===== config.mk =====
export PLATFORM = sky130hd
export DESIGN_NAME = pin_event_hub
export DESIGN_NICKNAME = d
export VERILOG_FILES = /design/src/rtl/pin_event_pkg.sv /design/src/rtl/pin_sync.sv /design/src/rtl/lane_router.sv /design/src/rtl/req_update.sv /design/src/rtl/pin_event_hub.sv
export SDC_FILE = /design/constraint.sdc
export NUM_CORES = 1
export LEC_CHECK = 0
export BUFFER_PORTS_ARGS = -buffer_cell sky130_fd_sc_hd__buf_2
export CORE_AREA = 4 4 131 133
export DETAILED_ROUTE_END_ITERATION = 10
export DIE_AREA = 0 0 135 137
export PLACE_DENSITY = 0.8
export SYNTH_ARGS = -nofsm -noshare
export SYNTH_HDL_FRONTEND = slang
export SYNTH_HIERARCHICAL = 1
export SYNTH_SLANG_ARGS = --single-unit

===== constraint.sdc =====
create_clock -name clk_i -period 2.7 [get_ports clk_i]
set_input_delay 0.27 -clock clk_i [delete_from_list [all_inputs] [get_ports clk_i]]
set_output_delay 0.27 -clock clk_i [all_outputs]
set_load 0.02 [all_outputs]

===== src/rtl/pin_event_pkg.sv =====
package pin_event_pkg;

    localparam int LANE_W    = 8;
    localparam int NUM_LANES = 4;
    localparam int NUM_PINS  = LANE_W * NUM_LANES;
    localparam int PORT_W    = 2 * LANE_W;
    localparam int DATA_W    = 32;
    localparam int ADDR_W    = 4;

    localparam logic [ADDR_W-1:0] A_MASK_SET = 4'd0;
    localparam logic [ADDR_W-1:0] A_MASK_CLR = 4'd1;
    localparam logic [ADDR_W-1:0] A_REQ      = 4'd2;
    localparam logic [ADDR_W-1:0] A_ROUTE    = 4'd3;
    localparam logic [ADDR_W-1:0] A_EDGE_SET = 4'd4;
    localparam logic [ADDR_W-1:0] A_EDGE_CLR = 4'd5;
    localparam logic [ADDR_W-1:0] A_INV_SET  = 4'd6;
    localparam logic [ADDR_W-1:0] A_INV_CLR  = 4'd7;

    typedef struct packed {
        logic [NUM_PINS-1:0]  mask;
        logic [NUM_PINS-1:0]  sense_edge;
        logic [NUM_PINS-1:0]  inv;
        logic [NUM_PINS-1:0]  req;
        logic [NUM_PINS-1:0]  prev;
        logic [NUM_LANES-1:0] route;
        logic                 irq;
    } hub_state_t;

endpackage


===== src/rtl/pin_sync.sv =====
module pin_sync #(
    parameter int W = 32
) (
    input  logic         clk_i,
    input  logic         rst_ni,
    input  logic [W-1:0] d_i,
    output logic [W-1:0] q_o
);
    logic [W-1:0] s1_d, s1_q, s2_d, s2_q;

    always_comb begin
        s1_d = d_i;
        s2_d = s1_q;
    end

    always_ff @(posedge clk_i or negedge rst_ni) begin
        if (!rst_ni) begin
            s1_q <= '0;
            s2_q <= '0;
        end else begin
            s1_q <= s1_d;
            s2_q <= s2_d;
        end
    end

    assign q_o = s2_q;
endmodule


===== src/rtl/lane_router.sv =====
module lane_router #(
    parameter int LANE_W    = 8,
    parameter int NUM_LANES = 4
) (
    input  logic [4*LANE_W-1:0]         pins_i,
    input  logic [NUM_LANES-1:0]        route_i,
    output logic [NUM_LANES*LANE_W-1:0] lanes_o
);
    localparam int PORT_W = 2 * LANE_W;

    for (genvar k = 0; k < NUM_LANES; k++) begin : g_lane
        localparam int HALF = k % 2;
        assign lanes_o[k*LANE_W +: LANE_W] = route_i[k]
            ? pins_i[PORT_W + HALF*LANE_W +: LANE_W]
            : pins_i[HALF*LANE_W +: LANE_W];
    end
endmodule


===== src/rtl/req_update.sv =====
module req_update #(
    parameter int W = 32
) (
    input  logic [W-1:0] cond_i,
    input  logic [W-1:0] prev_i,
    input  logic [W-1:0] sense_edge_i,
    input  logic [W-1:0] req_i,
    input  logic [W-1:0] clr_i,
    output logic [W-1:0] req_o
);
    logic [W-1:0] rise;
    logic [W-1:0] edge_next;

    always_comb begin
        rise      = cond_i & ~prev_i;
        edge_next = (req_i & ~clr_i) | rise;
        req_o     = (sense_edge_i & edge_next) | (~sense_edge_i & cond_i);
    end
endmodule


===== src/rtl/pin_event_hub.sv =====
module pin_event_hub
    import pin_event_pkg::*;
(
    input  logic              clk_i,
    input  logic              rst_ni,
    input  logic [31:0]       pins_i,
    input  logic [ADDR_W-1:0] addr_i,
    input  logic              we_i,
    input  logic [DATA_W-1:0] wdata_i,
    output logic [DATA_W-1:0] rdata_o,
    output logic              irq_o
);
    hub_state_t st_d, st_q;

    logic [NUM_PINS-1:0] synced;
    logic [NUM_PINS-1:0] lanes;
    logic [NUM_PINS-1:0] cond;
    logic [NUM_PINS-1:0] clr_req;
    logic [NUM_PINS-1:0] req_next;
    logic [DATA_W-1:0]   route_rd;

    pin_sync #(.W(NUM_PINS)) i_sync (
        .clk_i  (clk_i),
        .rst_ni (rst_ni),
        .d_i    (pins_i),
        .q_o    (synced)
    );

    lane_router #(.LANE_W(LANE_W), .NUM_LANES(NUM_LANES)) i_router (
        .pins_i  (synced),
        .route_i (st_q.route),
        .lanes_o (lanes)
    );

    assign cond    = lanes ^ st_q.inv;
    assign clr_req = (we_i && addr_i == A_REQ) ? wdata_i : '0;

    req_update #(.W(NUM_PINS)) i_req (
        .cond_i       (cond),
        .prev_i       (st_q.prev),
        .sense_edge_i (st_q.sense_edge),
        .req_i        (st_q.req),
        .clr_i        (clr_req),
        .req_o        (req_next)
    );

    always_comb begin
        route_rd = '0;
        for (int k = 0; k < NUM_LANES; k++) begin
            route_rd[k*LANE_W] = st_q.route[k];
        end
    end

    always_comb begin
        st_d      = st_q;
        st_d.prev = cond;
        st_d.req  = req_next;
        st_d.irq  = |(st_q.req & st_q.mask);
        if (we_i) begin
            case (addr_i)
                A_MASK_SET: st_d.mask       = st_q.mask | wdata_i;
                A_MASK_CLR: st_d.mask       = st_q.mask & ~wdata_i;
                A_EDGE_SET: st_d.sense_edge = st_q.sense_edge | wdata_i;
                A_EDGE_CLR: st_d.sense_edge = st_q.sense_edge & ~wdata_i;
                A_INV_SET:  st_d.inv        = st_q.inv | wdata_i;
                A_INV_CLR:  st_d.inv        = st_q.inv & ~wdata_i;
                A_ROUTE: begin
                    for (int k = 0; k < NUM_LANES; k++) begin
                        st_d.route[k] = wdata_i[k*LANE_W];
                    end
                end
                default: ;
            endcase
        end
    end

    always_ff @(posedge clk_i or negedge rst_ni) begin
        if (!rst_ni) st_q <= '0;
        else         st_q <= st_d;
    end

    always_comb begin
        case (addr_i)
            A_MASK_SET, A_MASK_CLR: rdata_o = st_q.mask;
            A_EDGE_SET, A_EDGE_CLR: rdata_o = st_q.sense_edge;
            A_INV_SET,  A_INV_CLR:  rdata_o = st_q.inv;
            A_REQ:                  rdata_o = st_q.req;
            A_ROUTE:                rdata_o = route_rd;
            default:                rdata_o = '0;
        endcase
    end

    assign irq_o = st_q.irq;

    logic [NUM_PINS-1:0] edge_event;
    assign edge_event = st_q.sense_edge & cond & ~st_q.prev;


    mask_set_chk: assert property (@(posedge clk_i) disable iff (!rst_ni)
        (we_i && addr_i == A_MASK_SET) |=> ((st_q.mask & $past(wdata_i)) == $past(wdata_i)));


    inv_clear_chk: assert property (@(posedge clk_i) disable iff (!rst_ni)
        (we_i && addr_i == A_INV_CLR) |=> ((st_q.inv & $past(wdata_i)) == '0));


    level_follow_chk: assert property (@(posedge clk_i) disable iff (!rst_ni)
        1'b1 |=> ((st_q.req & ~$past(st_q.sense_edge)) == ($past(cond) & ~$past(st_q.sense_edge))));


    event_kept_chk: assert property (@(posedge clk_i) disable iff (!rst_ni)
        1'b1 |=> ((st_q.req & $past(edge_event)) == $past(edge_event)));


    irq_reg_chk: assert property (@(posedge clk_i) disable iff (!rst_ni)
        1'b1 |=> (irq_o == $past(|(st_q.req & st_q.mask))));
endmodule


Word level (Yosys, flattened, before mapping) --
Cells that the tools add are included.
Operators by class: multiply operators 0, $lt $le $gt $ge 0, div/mod/pow operators 0, multiplexer cells 9, reduce and logical (&&, ||, !) cells 13, shifts and indexed selects 0, bitwise gates (word level) 18, add/subtract/negate cells 0, equal/unequal tests 7
Operator list (count):
- 32-bit bitwise AND | 8
- 32-bit one-hot mux with 2 select lines | 3
- 32-bit OR | 5
- 32-bit one-hot mux with 5 select lines | 1
- 32-bit inverter | 4
- 32-bit 2-to-1 mux | 1
- 8-bit 2-to-1 mux | 4
- 32-bit OR reduction | 1
- 32-bit bitwise XOR | 1
- 4-bit by 3-bit equality test with 1-bit output (second input constant) | 4
- 4-bit by 2-bit equality test with 1-bit output (second input constant) | 2
- 2-bit AND reduction | 4
- 2-bit nonzero test | 3
- 2-bit OR reduction | 3
- 4-bit by 1-bit equality test with 1-bit output (second input constant) | 1
- 4-bit zero test | 1
- 1-bit logical AND | 1
Storage, ports and cells: bits in read-only memories 0, output and inout bits 33, memories 0, word-level logic and storage cells 56, latch bits 0, bits in writable memories 0, input bits 71, register bits 229

Longest topological paths before layout --
Gate-level depths: netlist of run 1.
depth after elaboration 8, gate-level depth with buffers 6, mapped depth without buffers 4

Cells and area by module --
Netlist of run 1, hierarchy kept.
By module, submodules not included:
- pin_event_hub | area an instance 7224.4 µm², cells an instance 654, instances 1, sequential area each 4129.0 µm²
- pin_sync | area an instance 1601.5 µm², cells an instance 64, instances 1, sequential area each 1601.5 µm²
- req_update | area an instance 560.5 µm², cells an instance 96, instances 1, sequential area each 0.0 µm²
- lane_router | area an instance 525.5 µm², cells an instance 36, instances 1, sequential area each 0.0 µm²

Worst setup path after synthesis of run 1 --
Ideal clock, no wire load.
path kind input-to-output, start point in addr_i[2], end point out rdata_o[10], path buffers 2, setup slack 863 ps, cell stages on the path 5, arrival time 1567 ps, data required time 2430 ps, cells stage by stage buf_2 > nor2_1 > clkbuf_1 > a22oi_1 > o21ai_0
Between the ends: cells in the longest elaborated chain, start to end 3, elaborated cells on any way between the ends 12
RTL lines:
- start: declaration | line pin_event_hub.sv:7 | input logic [ADDR_W-1:0] addr_i,
- 4-bit by 3-bit equality test with 1-bit output (tied with other cells) | line pin_event_hub.sv:83 | case (addr_i)
- 2-bit OR reduction | line pin_event_hub.sv:83
- 32-bit one-hot mux with 5 select lines (*) | line pin_event_hub.sv:83
- end: declaration | line pin_event_hub.sv:10 | output logic [DATA_W-1:0] rdata_o,
Every way passes the cells marked *; elsewhere a longest branch is shown, timed or not.

Worst setup path after layout of run 1 --
start point in addr_i[1], end point out rdata_o[8]
Same word-level chain as after synthesis.

==> out/summary.txt, run 1 <==
Pre-antenna DRT Iters -> 5
clock skew -> 0.00672 ns
Post-Synthesis Cell Area -> 9910 um^2
CTS Root Cell -> clkbuf_16
min Tclk post-route -> 2.23 ns
commonest non-fill, non-tap cell in the layout -> dfrtp_1
fraction of layout cells with a size suffix above 1 -> 0.243
antenna violations before repair -> 2
global route total overflow -> 0
Setup crit start -> addr_i[1]
Die Y -> 137 um
worst setup path class -> in2out
R2R Setup Slk -> 1.01 ns
Syn Area/Cell -> 11.7 um^2
arrival time at the worst endpoint -> 1.96 ns
leakage -> 5.38 nW
fmax -> 0.448 GHz
Worst Hold Class -> in2reg
Fill cells -> 1044
sequential power share -> 0.485
chip width -> 135 um
Routed wire per std cell -> 21.6 um
Synth warnings -> 6
total negative slack -> 0 ns
post-route cell area -> 11800 um^2
WL final -> 26100 um
Max Root-Sink Buffers -> 3
most frequent cells in the layout -> 229 x dfrtp_1, 102 x buf_2, 79 x a21oi_1, 79 x a31oi_1, 78 x nand2_1
clock-pin transition on the worst setup and hold timing paths -> 0.06 ns
non-filler instance count after layout -> 1209
dpl hpwl -> 16600 um
core area -> 15800 um^2
Hold Startpoint -> wdata_i[1]
CP Max Fanout -> 19
fin nets -> 1047
Max Slew Vio Count -> 0
Final Util -> 0.745
Antenna diodes -> 0
Internal Dissipation -> 0.00733 W
max incr delay on CP -> 0.47 ns
Post-Place Cells -> 1133
Vias/cell -> 6.35
initial core utilization -> 0.626
FF-to-FF Start -> route_rd[24]$_DFFE_PN0P_
# IOs -> 104
largest net degree at the start of global routing -> 80
Critical path buffers and inverters -> 3
cells on worst reg2reg path -> 3
# rows -> 46
sequential area share after synthesis -> 0.578
max_slew headroom -> 0.531
Clock H-tree levels -> 1
R2R Path End -> st_q[61]$_DFF_PN0_
Synth Net Count -> 921
Slowest-stage cell, CP -> buf_2
PD cells -> 888 nW/um^2
CP dominant cell by count -> buf_2
CP delay by family, top -> buffers and inverters
worst skew pair latency -> 0.51 ns
Vias -> 7673
library cells used by synthesis -> 23
# port buffers -> 103
via count of the first global-routing pass -> 7650
Crit. End Element -> output pin
first-pass GRT wire length -> 41500 um
Gate Count Post-Synth -> 850
Startpoint Class -> primary input
hold depth -> 2
period utilization -> 0.827
placed cell area -> 10600 um^2
flops & latches, synth -> 229
CTS tree -> done
area grow syn2layout -> 18.9%
Die Footprint -> 18500 um^2
crit-path cells -> buf_2, buf_4, mux2_2, a22oi_1, o21ai_0, buf_2
CTS Buf Count -> 24
Slew @ Worst Pin -> 0.704 ns
RePlAce Congestion -> 0.863
status -> finished, final reports clean
RSZ-0062 raised after global routing -> false
detailed router's first-iteration violation count -> 797
count of final hold-check violations -> 0
switching part of the total -> 0.300
Sw Pwr -> 0.00314 W
Overall Global Routing Usage -> 0.287
final setup violation count -> 0
Post-DRT Antenna Nets -> 0
share of power burned in combinational logic -> 0.196
clock group share of total power -> 0.319
max_cap viols -> 0
clock sinks -> 229
Peak VDD IR -> 0.690 mV
critical path data required time -> 2.43 ns
DRC -> 0
==> logic make-up (layout without fill, tap and decap cells) <==
| family | after synthesis | count (layout) | synth area share |
|---|---|---|---|
| compound gates | 274 | 274 | 0.178 |
| buf+inv | 109 | 252 | 0.0477 |
| simple gates | 121 | 121 | 0.0617 |
| xor+xnor | 32 | 32 | 0.0283 |
| flops | 229 | 229 | 0.578 |
| mux | 85 | 85 | 0.107 |
==> layer usage <==
| metal | GRT usage | up-vias | part of all wire |
|---|---|---|---|
| li1 | - | 3354 | - |
| met1 | 0.401 | 3823 | 0.40 |
| met2 | 0.449 | 414 | 0.47 |
| met3 | 0.0654 | 78 | 0.10 |
| met4 | 0.101 | 4 | 0.033 |
| met5 | 0 | - | 0.00077 |
==> Yosys cell counts <==
library cell,count,area (um^2)
and4bb_2,2,25.0
a22oi_1,52,390
mux2_4,32,480
xor2_1,32,280
buf_2,27,135
and3_1,32,200
a32o_1,32,320
buf_6,4,45.0
nor2_1,1,3.75
inv_1,49,184
mux2i_1,17,170
a21oi_1,79,395
dfrtp_1,229,5730
mux2_2,36,405
o21ai_0,32,160
nor4b_4,2,47.6
buf_1,5,18.8
nand4_1,4,25.0
nand2_1,78,293
or4_1,1,7.51
clkbuf_1,24,90.1
a31oi_1,79,494
and4b_1,1,10.0
==> worst max-delay path by stage <==
stage / depth (start not counted) / end / slack (ns)
global route: 6 / rdata_o[8] / 0.46
CTS: 6 / rdata_o[8] / 0.54
global placement: 6 / rdata_o[8] / 0.58
floorplan: 5 / rdata_o[10] / 0.86
finish: 6 / rdata_o[8] / 0.47
detailed placement: 6 / rdata_o[8] / 0.53
==> what timing repair did <==
action,in CTS,in global routing
resized for setup,0,0
buffers inserted,0,0
hold buffers,33,0
endpoints found under the hold margin,105,0
==> metrics by stage <==
stage	worst slack, ns	total power (W)	hold WS, ns
finish	0.466	0.0105	0.0179
global route	0.456	0.0109	0.0223
CTS	0.540	0.0105	0.000954
detailed placement	0.531	0.00704	0.296
global placement	0.583	0.00693	0.298
floorplan	0.863	0.00625	-0.0256
==> layout make-up <==
| class | instances | area, um^2 | area share |
|---|---|---|---|
| flip-flops and latches | 229 | 5730 | 0.486 |
| multi-input cells | 512 | 3710 | 0.315 |
| repair buffers | 160 | 1070 | 0.0911 |
| clock buffers | 34 | 719 | 0.0610 |
| well taps | 216 | 270 | 0.0229 |
| inverters | 49 | 184 | 0.0156 |
| clock inverters | 9 | 95.1 | 0.00807 |
==> power groups by stage <==
| stage | Sequential (W) | Combinational (W) | Clock (W) |
|---|---|---|---|
| final | 0.00508 | 0.00205 | 0.00334 |
| after global routing | 0.00515 | 0.00224 | 0.00354 |
| after CTS | 0.00503 | 0.00204 | 0.00339 |
| after detailed placement | 0.00507 | 0.00197 | 0 |
| after global placement | 0.00505 | 0.00189 | 0 |
| after floorplan | 0.00475 | 0.00151 | 0 |
Note: power is estimated with default switching activity, not from simulation.
==> run 2, diff against run 1 <==
--- a/config.mk
+++ b/config.mk
@@ -5,11 +5,12 @@
 export SDC_FILE = /design/constraint.sdc
 export NUM_CORES = 1
 export LEC_CHECK = 0
+export ABC_AREA = 1
 export BUFFER_PORTS_ARGS = -buffer_cell sky130_fd_sc_hd__buf_2
-export CORE_AREA = 4 4 131 133
+export CORE_AREA = 4 4 144 146
 export DETAILED_ROUTE_END_ITERATION = 10
-export DIE_AREA = 0 0 135 137
-export PLACE_DENSITY = 0.8
+export DIE_AREA = 0 0 148 150
+export PLACE_DENSITY = 0.72
 export SYNTH_ARGS = -nofsm -noshare
 export SYNTH_HDL_FRONTEND = slang
 export SYNTH_HIERARCHICAL = 1
==> constraint.sdc (replaced) <==
create_clock -name clk_i -period 2 [get_ports clk_i]
set_input_delay 0.2 -clock clk_i [delete_from_list [all_inputs] [get_ports clk_i]]
set_output_delay 0.2 -clock clk_i [all_outputs]
set_load 0.02 [all_outputs]
==> run 2 against run 1 <==
Against the previous run:
- non-clock buffer count increased by 37
- critical path type is now reg2out
- utilization down 11 points
- sequential cell count stayed put
- routed wire length is 7.5% higher
==> out/summary.txt, run 2 <==
arrival time at the worst endpoint -> 1.59 ns (was 1.96 ns)
Peak VDD IR -> 0.756 mV (was 0.690 mV)
CTS Root Cell -> clkbuf_16 (unchanged)
Synth Net Count -> 1273 (was 921)
R2R Path End -> st_q[52]$_DFF_PN0_ (was st_q[61]$_DFF_PN0_)
# port buffers -> 103 (unchanged)
Vias/cell -> 5.25 (was 6.35)
fin nets -> 1452 (was 1047)
Gate Count Post-Synth -> 1202 (was 850)
commonest non-fill, non-tap cell in the layout -> nand2_1 (was dfrtp_1)
sequential area share after synthesis -> 0.565 (was 0.578)
PD cells -> 1090 nW/um^2 (was 888 nW/um^2)
FF-to-FF Start -> route_rd[8]$_DFFE_PN0P_ (was route_rd[24]$_DFFE_PN0P_)
hold depth -> 5 (was 2)
flops & latches, synth -> 229 (unchanged)
clock sinks -> 229 (unchanged)
global route total overflow -> 0 (unchanged)
# rows -> 51 (was 46)
clock skew -> 0.0101 ns (was 0.00672 ns)
count of final hold-check violations -> 0 (unchanged)
status -> finished, final reports clean (unchanged)
period utilization -> 0.897
Fill cells -> 1656 (was 1044)
most frequent cells in the layout -> 498 x nand2_1, 228 x dfrtp_1, 125 x nand3_1 (was 229 x dfrtp_1, 102 x buf_2, 79 x a21oi_1, 79 x a31oi_1, 78 x nand2_1)
Clock H-tree levels -> 1 (unchanged)
via count of the first global-routing pass -> 8525 (was 7650)
DRC -> 0 (unchanged)
Primary FF master, synth -> dfrtp_1 (unchanged)
top post-synthesis cells by count -> 498 x nand2_1, 229 x dfrtp_1, 125 x nand3_1, 74 x inv_1, 60 x o21ai_0 (was 229 x dfrtp_1, 79 x a21oi_1, 79 x a31oi_1, 78 x nand2_1, 52 x a22oi_1)
Hold Startpoint -> we_i (was wdata_i[1])
R2R Setup Slk -> 0.55 ns (was 1.01 ns)
largest net degree at the start of global routing -> 69 (was 80)
fmax -> 0.557 GHz
leakage -> 6.14 nW (was 5.38 nW)
detailed router's first-iteration violation count -> 740 (was 797)
CP Max Fanout -> 11 (was 19)
Synth warnings -> 6 (unchanged)
Antenna diodes -> 0 (unchanged)
final setup violation count -> 0 (unchanged)
Die Footprint -> 22200 um^2 (was 18500 um^2)
max_slew headroom -> 0.557 (was 0.531)
CTS tree -> done (unchanged)
RSZ-0062 raised after global routing -> false (unchanged)
Post-DRT Antenna Nets -> 0 (unchanged)
RePlAce Congestion -> 0.860 (was 0.863)
top-area cell type share of the netlist area -> 0.565 (was 0.578)
Async SR Flop Fraction -> 1.00 (unchanged)
# IOs -> 104 (unchanged)
most frequent cell after synthesis -> nand2_1 (was dfrtp_1)
Startpoint Class -> flip-flop (was primary input)
core area -> 19400 um^2 (was 15800 um^2)
clock-pin transition on the worst setup and hold timing paths -> 0.06 ns (about the same)
Slew @ Worst Pin -> 0.664 ns (was 0.704 ns)
max_cap viols -> 0 (unchanged)
Sequential Area -> 5730 um^2 (about the same)
CTS Buf Count -> 25 (was 24)
Syn Area/Cell -> 8.43 um^2 (was 11.7 um^2)
initial core utilization -> 0.522 (was 0.626)
Routed wire per std cell -> 16.9 um (was 21.6 um)
Pre-antenna DRT Iters -> 5 (unchanged)
total negative slack -> 0 ns (unchanged)
Post-Synthesis Cell Area -> 10100 um^2 (was 9910 um^2)
worst setup path class -> reg2out (was in2out)
critical path data required time -> 1.80 ns (was 2.43 ns)
Die Y -> 150 um (was 137 um)
Max Slew Vio Count -> 0 (unchanged)
Worst Hold Class -> in2reg (unchanged)
largest area contributor in the netlist -> dfrtp_1 (unchanged)
cells on worst reg2reg path -> 6 (was 3)
Crit. End Element -> output pin (unchanged)
antenna violations before repair -> 0 (was 2)
Final Util -> 0.640 (was 0.745)
fraction of layout cells with a size suffix above 1 -> 0.155 (was 0.243)
synth top area cells -> dfrtp_1 57%, nand2_1 18%, nand3_1 6.2%, o21ai_0 3.0%, xor2_1 2.8% (was dfrtp_1 58%, a31oi_1 5.0%, mux2_4 4.8%, mux2_2 4.1%, a21oi_1 4.0%)
dpl hpwl -> 18300 um (was 16600 um)
EDFF count, synth -> 0 (unchanged)
WL final -> 28100 um (was 26100 um)
Overall Global Routing Usage -> 0.255 (was 0.287)
Vias -> 8721 (was 7673)
multi-input logic area -> 3810 um^2 (was 3710 um^2)
min Tclk post-route -> 1.79 ns
placed cell area -> 11000 um^2 (was 10600 um^2)
Max Root-Sink Buffers -> 3 (unchanged)
post-route cell area -> 12400 um^2 (was 11800 um^2)
Setup crit start -> route_rd[0]$_DFFE_PN0P_ (was addr_i[1])
library cells used by synthesis -> 23 (unchanged)
first-pass GRT wire length -> 44600 um (was 41500 um)
chip width -> 148 um (was 135 um)
area grow syn2layout -> 22.4% (was 18.9%)
worst skew pair latency -> 0.52 ns (was 0.51 ns)
## run 2: cell types whose count changed in the layout (fill, tap and decap cells not counted), sizes merged, moves of 52 or more
cell and delta:
mux2 -68, a21oi -79, nor2 +57, nand2 +423, nand3 +125, a22oi -52, o21ai +68, a31oi -79
## run 2: cell type report
cell class	instances	share of cell area
well taps	265	0.0267
inverters	84	0.0258
multi-input cells	844	0.307
flip-flops and latches	229	0.462
clock inverters	8	0.00514
repair buffers	197	0.118
clock buffers	34	0.0548
## run 2: logic make-up after synthesis
kind of cell	synth area share
xor gates and xnor gates	0.0277
and+or+nand+nor	0.299
buffers and inverters	0.0590
DFF	0.565
AOI/OAI and AO/OA	0.0494
## run 2: worst max path at each step
stage,to,slack [ns]
2_1_floorplan,rdata_o[10],0.69
3_3_place_gp,rdata_o[16],0.36
3_5_place_dp,flip-flop,0.34
4_1_cts,rdata_o[16],0.12
5_1_grt,rdata_o[0],0.09
6_report,rdata_o[0],0.21
## run 2: per-layer routing
layer / vias up / share of wire / global-route usage
li1: 4164 / - / -
met1: 4184 / 0.42 / 0.337
met2: 321 / 0.49 / 0.425
met3: 52 / 0.071 / 0.0527
met4: 0 / 0.026 / 0.0868
met5: - / 0 / 0
## run 2: what timing repair did
action	CTS	global route
gates resized for setup	0	1
setup buffers	0	0
hold buffers	65	0
hold endpoints to repair	181	0
setup endpoints to repair	0	1
## run 2: power breakdown
group / total (W) / internal [W] / switching [W]
combinational: 0.00261 / 0.00100 / 0.00161
sequential: 0.00665 / 0.00576 / 0.000893
clock: 0.00422 / 0.00239 / 0.00184
total: 0.0135 / 0.00915 / 0.00434
## run 2: worst max-delay path: stages (launching register included)
cell	delay (ns)
dfrtp_1	0.57
nand2_1	0.09
nand2_1	0.07
inv_1	0.04
nand2_1	0.11
buf_2	0.18
## run 2: through the flow
stage | power, W | cells | hold WS, ns | setup slack (ns)
after floorplan | 0.00818 | 1202 | -0.0956 | 0.687
after CTS | 0.0135 | 1661 | 0.157 | 0.122
after detailed placement | 0.00920 | 1554 | 0.192 | 0.337
final | 0.0135 | 1661 | 0.187 | 0.206
after global routing | 0.0142 | 1661 | 0.198 | 0.0910
after global placement | 0.00908 | 1554 | 0.197 | 0.364
==> run 3, diff against run 2 <==
--- a/config.mk
+++ b/config.mk
@@ -7,10 +7,11 @@
 export LEC_CHECK = 0
 export ABC_AREA = 1
 export BUFFER_PORTS_ARGS = -buffer_cell sky130_fd_sc_hd__buf_2
-export CORE_AREA = 4 4 144 146
+export CORE_AREA = 4 4 132 134
 export DETAILED_ROUTE_END_ITERATION = 10
-export DIE_AREA = 0 0 148 150
-export PLACE_DENSITY = 0.72
+export DIE_AREA = 0 0 136 138
+export GPL_TIMING_DRIVEN = 0
+export PLACE_DENSITY = 0.81
 export SYNTH_ARGS = -nofsm -noshare
 export SYNTH_HDL_FRONTEND = slang
 export SYNTH_HIERARCHICAL = 1
==> constraint.sdc (replaced) <==
create_clock -name clk_i -period 2.1 [get_ports clk_i]
set_input_delay 0.21 -clock clk_i [delete_from_list [all_inputs] [get_ports clk_i]]
set_output_delay 0.21 -clock clk_i [all_outputs]
set_load 0.02 [all_outputs]
==> run 3 against run 2 <==
Against the previous run:
- sequential share of layout area decreased by 0.15 points
- critical endpoint is now rdata_o[9]
- highest routed layer unchanged
- clock skew hardly changed
- combinational power about the same
- final cell count down 1.4%
- via count up 3.9%
==> out/summary.txt, run 3 (same netlist as run 2, synthesis figures left out) <==
status -> finished, final reports clean (unchanged)
cells on worst reg2reg path -> 7 (was 6)
most frequent cells in the layout -> 498 x nand2_1, 229 x dfrtp_1, 125 x nand3_1 (was 498 x nand2_1, 228 x dfrtp_1, 125 x nand3_1)
max_slew headroom -> 0.458 (was 0.557)
CP Max Fanout -> 10 (was 11)
Vias/cell -> 5.53 (was 5.25)
Clock H-tree levels -> 1 (unchanged)
clock group share of total power -> 0.329 (was 0.313)
R2R Path End -> st_q[60]$_DFF_PN0_ (was st_q[52]$_DFF_PN0_)
arrival time at the worst endpoint -> 1.80 ns (was 1.59 ns)
switching part of the total -> 0.317 (was 0.322)
WL final -> 28700 um (was 28100 um)
# rows -> 47 (was 51)
post-route cell area -> 12400 um^2 (about the same)
max_cap viols -> 0 (unchanged)
CTS tree -> done (unchanged)
count of final hold-check violations -> 0 (unchanged)
CTS Root Cell -> clkbuf_16 (unchanged)
# IOs -> 104 (unchanged)
FF-to-FF Start -> route_rd[16]$_DFFE_PN0P_ (was route_rd[8]$_DFFE_PN0P_)
dpl hpwl -> 18500 um (was 18300 um)
Post-DRT Antenna Nets -> 0 (unchanged)
Fill cells -> 1191 (was 1656)
critical path data required time -> 1.89 ns (was 1.80 ns)
CTS Buf Count -> 25 (unchanged)
met2 Usage GRT -> 0.484 (was 0.425)
detailed router's first-iteration violation count -> 1027 (was 740)
DRC -> 0 (unchanged)
hold depth -> 4 (was 5)
sequential power share -> 0.475 (was 0.493)
Max Root-Sink Buffers -> 3 (unchanged)
placed cell area -> 11000 um^2 (about the same)
crit-path cells -> buf_2, nor2_1, nand2_2, inv_2, clkbuf_1, nand2_1, nand4_1, buf_2 (was nand2_1, nand2_1, inv_1, nand2_1, buf_2)
met3 usage in global routing -> 0.0759 (was 0.0527)
Startpoint Class -> primary input (was flip-flop)
power consumption -> 0.0132 W (was 0.0135 W)
Vias -> 9063 (was 8721)
min Tclk post-route -> 2.01 ns
clock-pin transition on the worst setup and hold timing paths -> 0.06 ns (about the same)
Worst Hold Class -> in2reg (unchanged)
core area -> 16300 um^2 (was 19400 um^2)
fraction of layout cells with a size suffix above 1 -> 0.162 (was 0.155)
CP dominant cell by count -> buf_2 (was nand2_1)
fin nets -> 1469 (was 1452)
fmax -> 0.497 GHz
GRT Max-Usage Layer -> met2 (unchanged)
Hold Startpoint -> we_i (unchanged)
largest net degree at the start of global routing -> 121 (was 69)
Overall Global Routing Usage -> 0.309 (was 0.255)
Sequential Area -> 5730 um^2 (about the same)
Crit. End Element -> output pin (unchanged)
commonest non-fill, non-tap cell in the layout -> nand2_1 (unchanged)
period utilization -> 0.958
initial core utilization -> 0.622 (was 0.522)
multi-input logic area -> 3810 um^2 (about the same)
PD cells -> 1060 nW/um^2 (was 1090 nW/um^2)
Routed wire per std cell -> 17.5 um (was 16.9 um)
worst skew pair latency -> 0.52 ns (about the same)
Sw Pwr -> 0.00420 W (was 0.00434 W)
max incr delay on CP -> 0.54 ns (was 0.57 ns)
Internal Dissipation -> 0.00904 W (was 0.00915 W)
Max Slew Vio Count -> 0 (unchanged)
Die Footprint -> 18800 um^2 (was 22200 um^2)
antenna violations before repair -> 1 (was 0)
first-pass GRT wire length -> 45400 um (was 44600 um)
Slew @ Worst Pin -> 0.813 ns (was 0.664 ns)
Pre-antenna DRT Iters -> 6 (was 5)
chip width -> 136 um (was 148 um)
Die Y -> 138 um (was 150 um)
via count of the first global-routing pass -> 8907 (was 8525)
area grow syn2layout -> 22.8% (was 22.4%)
Slowest-stage cell, CP -> clkbuf_1 (was dfrtp_1)
# port buffers -> 103 (unchanged)
R2R Setup Slk -> 0.69 ns (was 0.55 ns)
Peak VDD IR -> 0.690 mV (was 0.756 mV)
RePlAce Congestion -> 0.902 (was 0.860)
total negative slack -> 0 ns (unchanged)
leakage -> 6.23 nW (was 6.14 nW)
clock skew -> 0.00991 ns (was 0.0101 ns)
Final Util -> 0.764 (was 0.640)
global route total overflow -> 0 (unchanged)
RSZ-0062 raised after global routing -> false (unchanged)
worst setup path class -> in2out (was reg2out)
final setup violation count -> 0 (unchanged)
share of power burned in combinational logic -> 0.195 (was 0.194)
clock sinks -> 229 (unchanged)
met1 Use GR -> 0.416 (was 0.337)
## run 3: metrics by stage
step	setup WS [ns]	cells	hold WS, ns
final	0.0880	1638	0.151
after global routing	0.0231	1638	0.194
after CTS	0.00956	1637	0.143
after detailed placement	0.0525	1526	0.305
after global placement	-3.04	1525	0.318
after floorplan	0.767	1202	-0.0856
## run 3: worst max-delay path by stage
stage / depth (start not counted) / to / slack [ns] / from
global placement: 1 / i_sync/s1_q[2]$_DFF_PN0_ / -3.04 / rst_ni
detailed placement: 7 / rdata_o[10] / 0.05 / addr_i[2]
CTS: 8 / rdata_o[9] / 0.01 / addr_i[3]
floorplan: 5 / rdata_o[10] / 0.77 / addr_i[2]
finish: 8 / rdata_o[9] / 0.09 / addr_i[2]
global route: 8 / rdata_o[9] / 0.02 / addr_i[2]
## run 3: worst max-delay path, delay by kind of cell
| family | cells | cell delay (ns) |
|---|---|---|
| AND/OR/NAND/NOR | 4 | 0.65 |
| buffers and inverters | 4 | 0.94 |
## run 3: power by group through the flow
stage / sequential, W / combinational, W / clock, W
floorplan: 0.00610 / 0.00168 / 0
global placement: 0.00629 / 0.00233 / 0
finish: 0.00629 / 0.00258 / 0.00436
global route: 0.00640 / 0.00292 / 0.00459
CTS: 0.00626 / 0.00256 / 0.00437
detailed placement: 0.00633 / 0.00245 / 0
## run 3: routing by layer
layer  wire, um  part of all wire
met2      13400              0.47
met4       1270             0.044
met1      11000              0.38
met5          0                 0
met3       3040              0.11
## run 3: layout make-up
class | instances | share of cell area
multi-input cells | 844 | 0.306
clock inverters | 14 | 0.0105
clock buffers | 32 | 0.0556
plain buffers | 45 | 0.0228
flip-flops and latches | 229 | 0.460
diodes | 1 | 0.000201
well taps | 220 | 0.0221
repair buffers | 169 | 0.0967
inverters | 84 | 0.0257
## run 3: repair_timing
action,in CTS,in global routing
endpoints found under the hold margin,214,0
endpoints found under the setup margin,0,11
resized for setup,0,8
buffers inserted,0,0
hold buffers,65,0
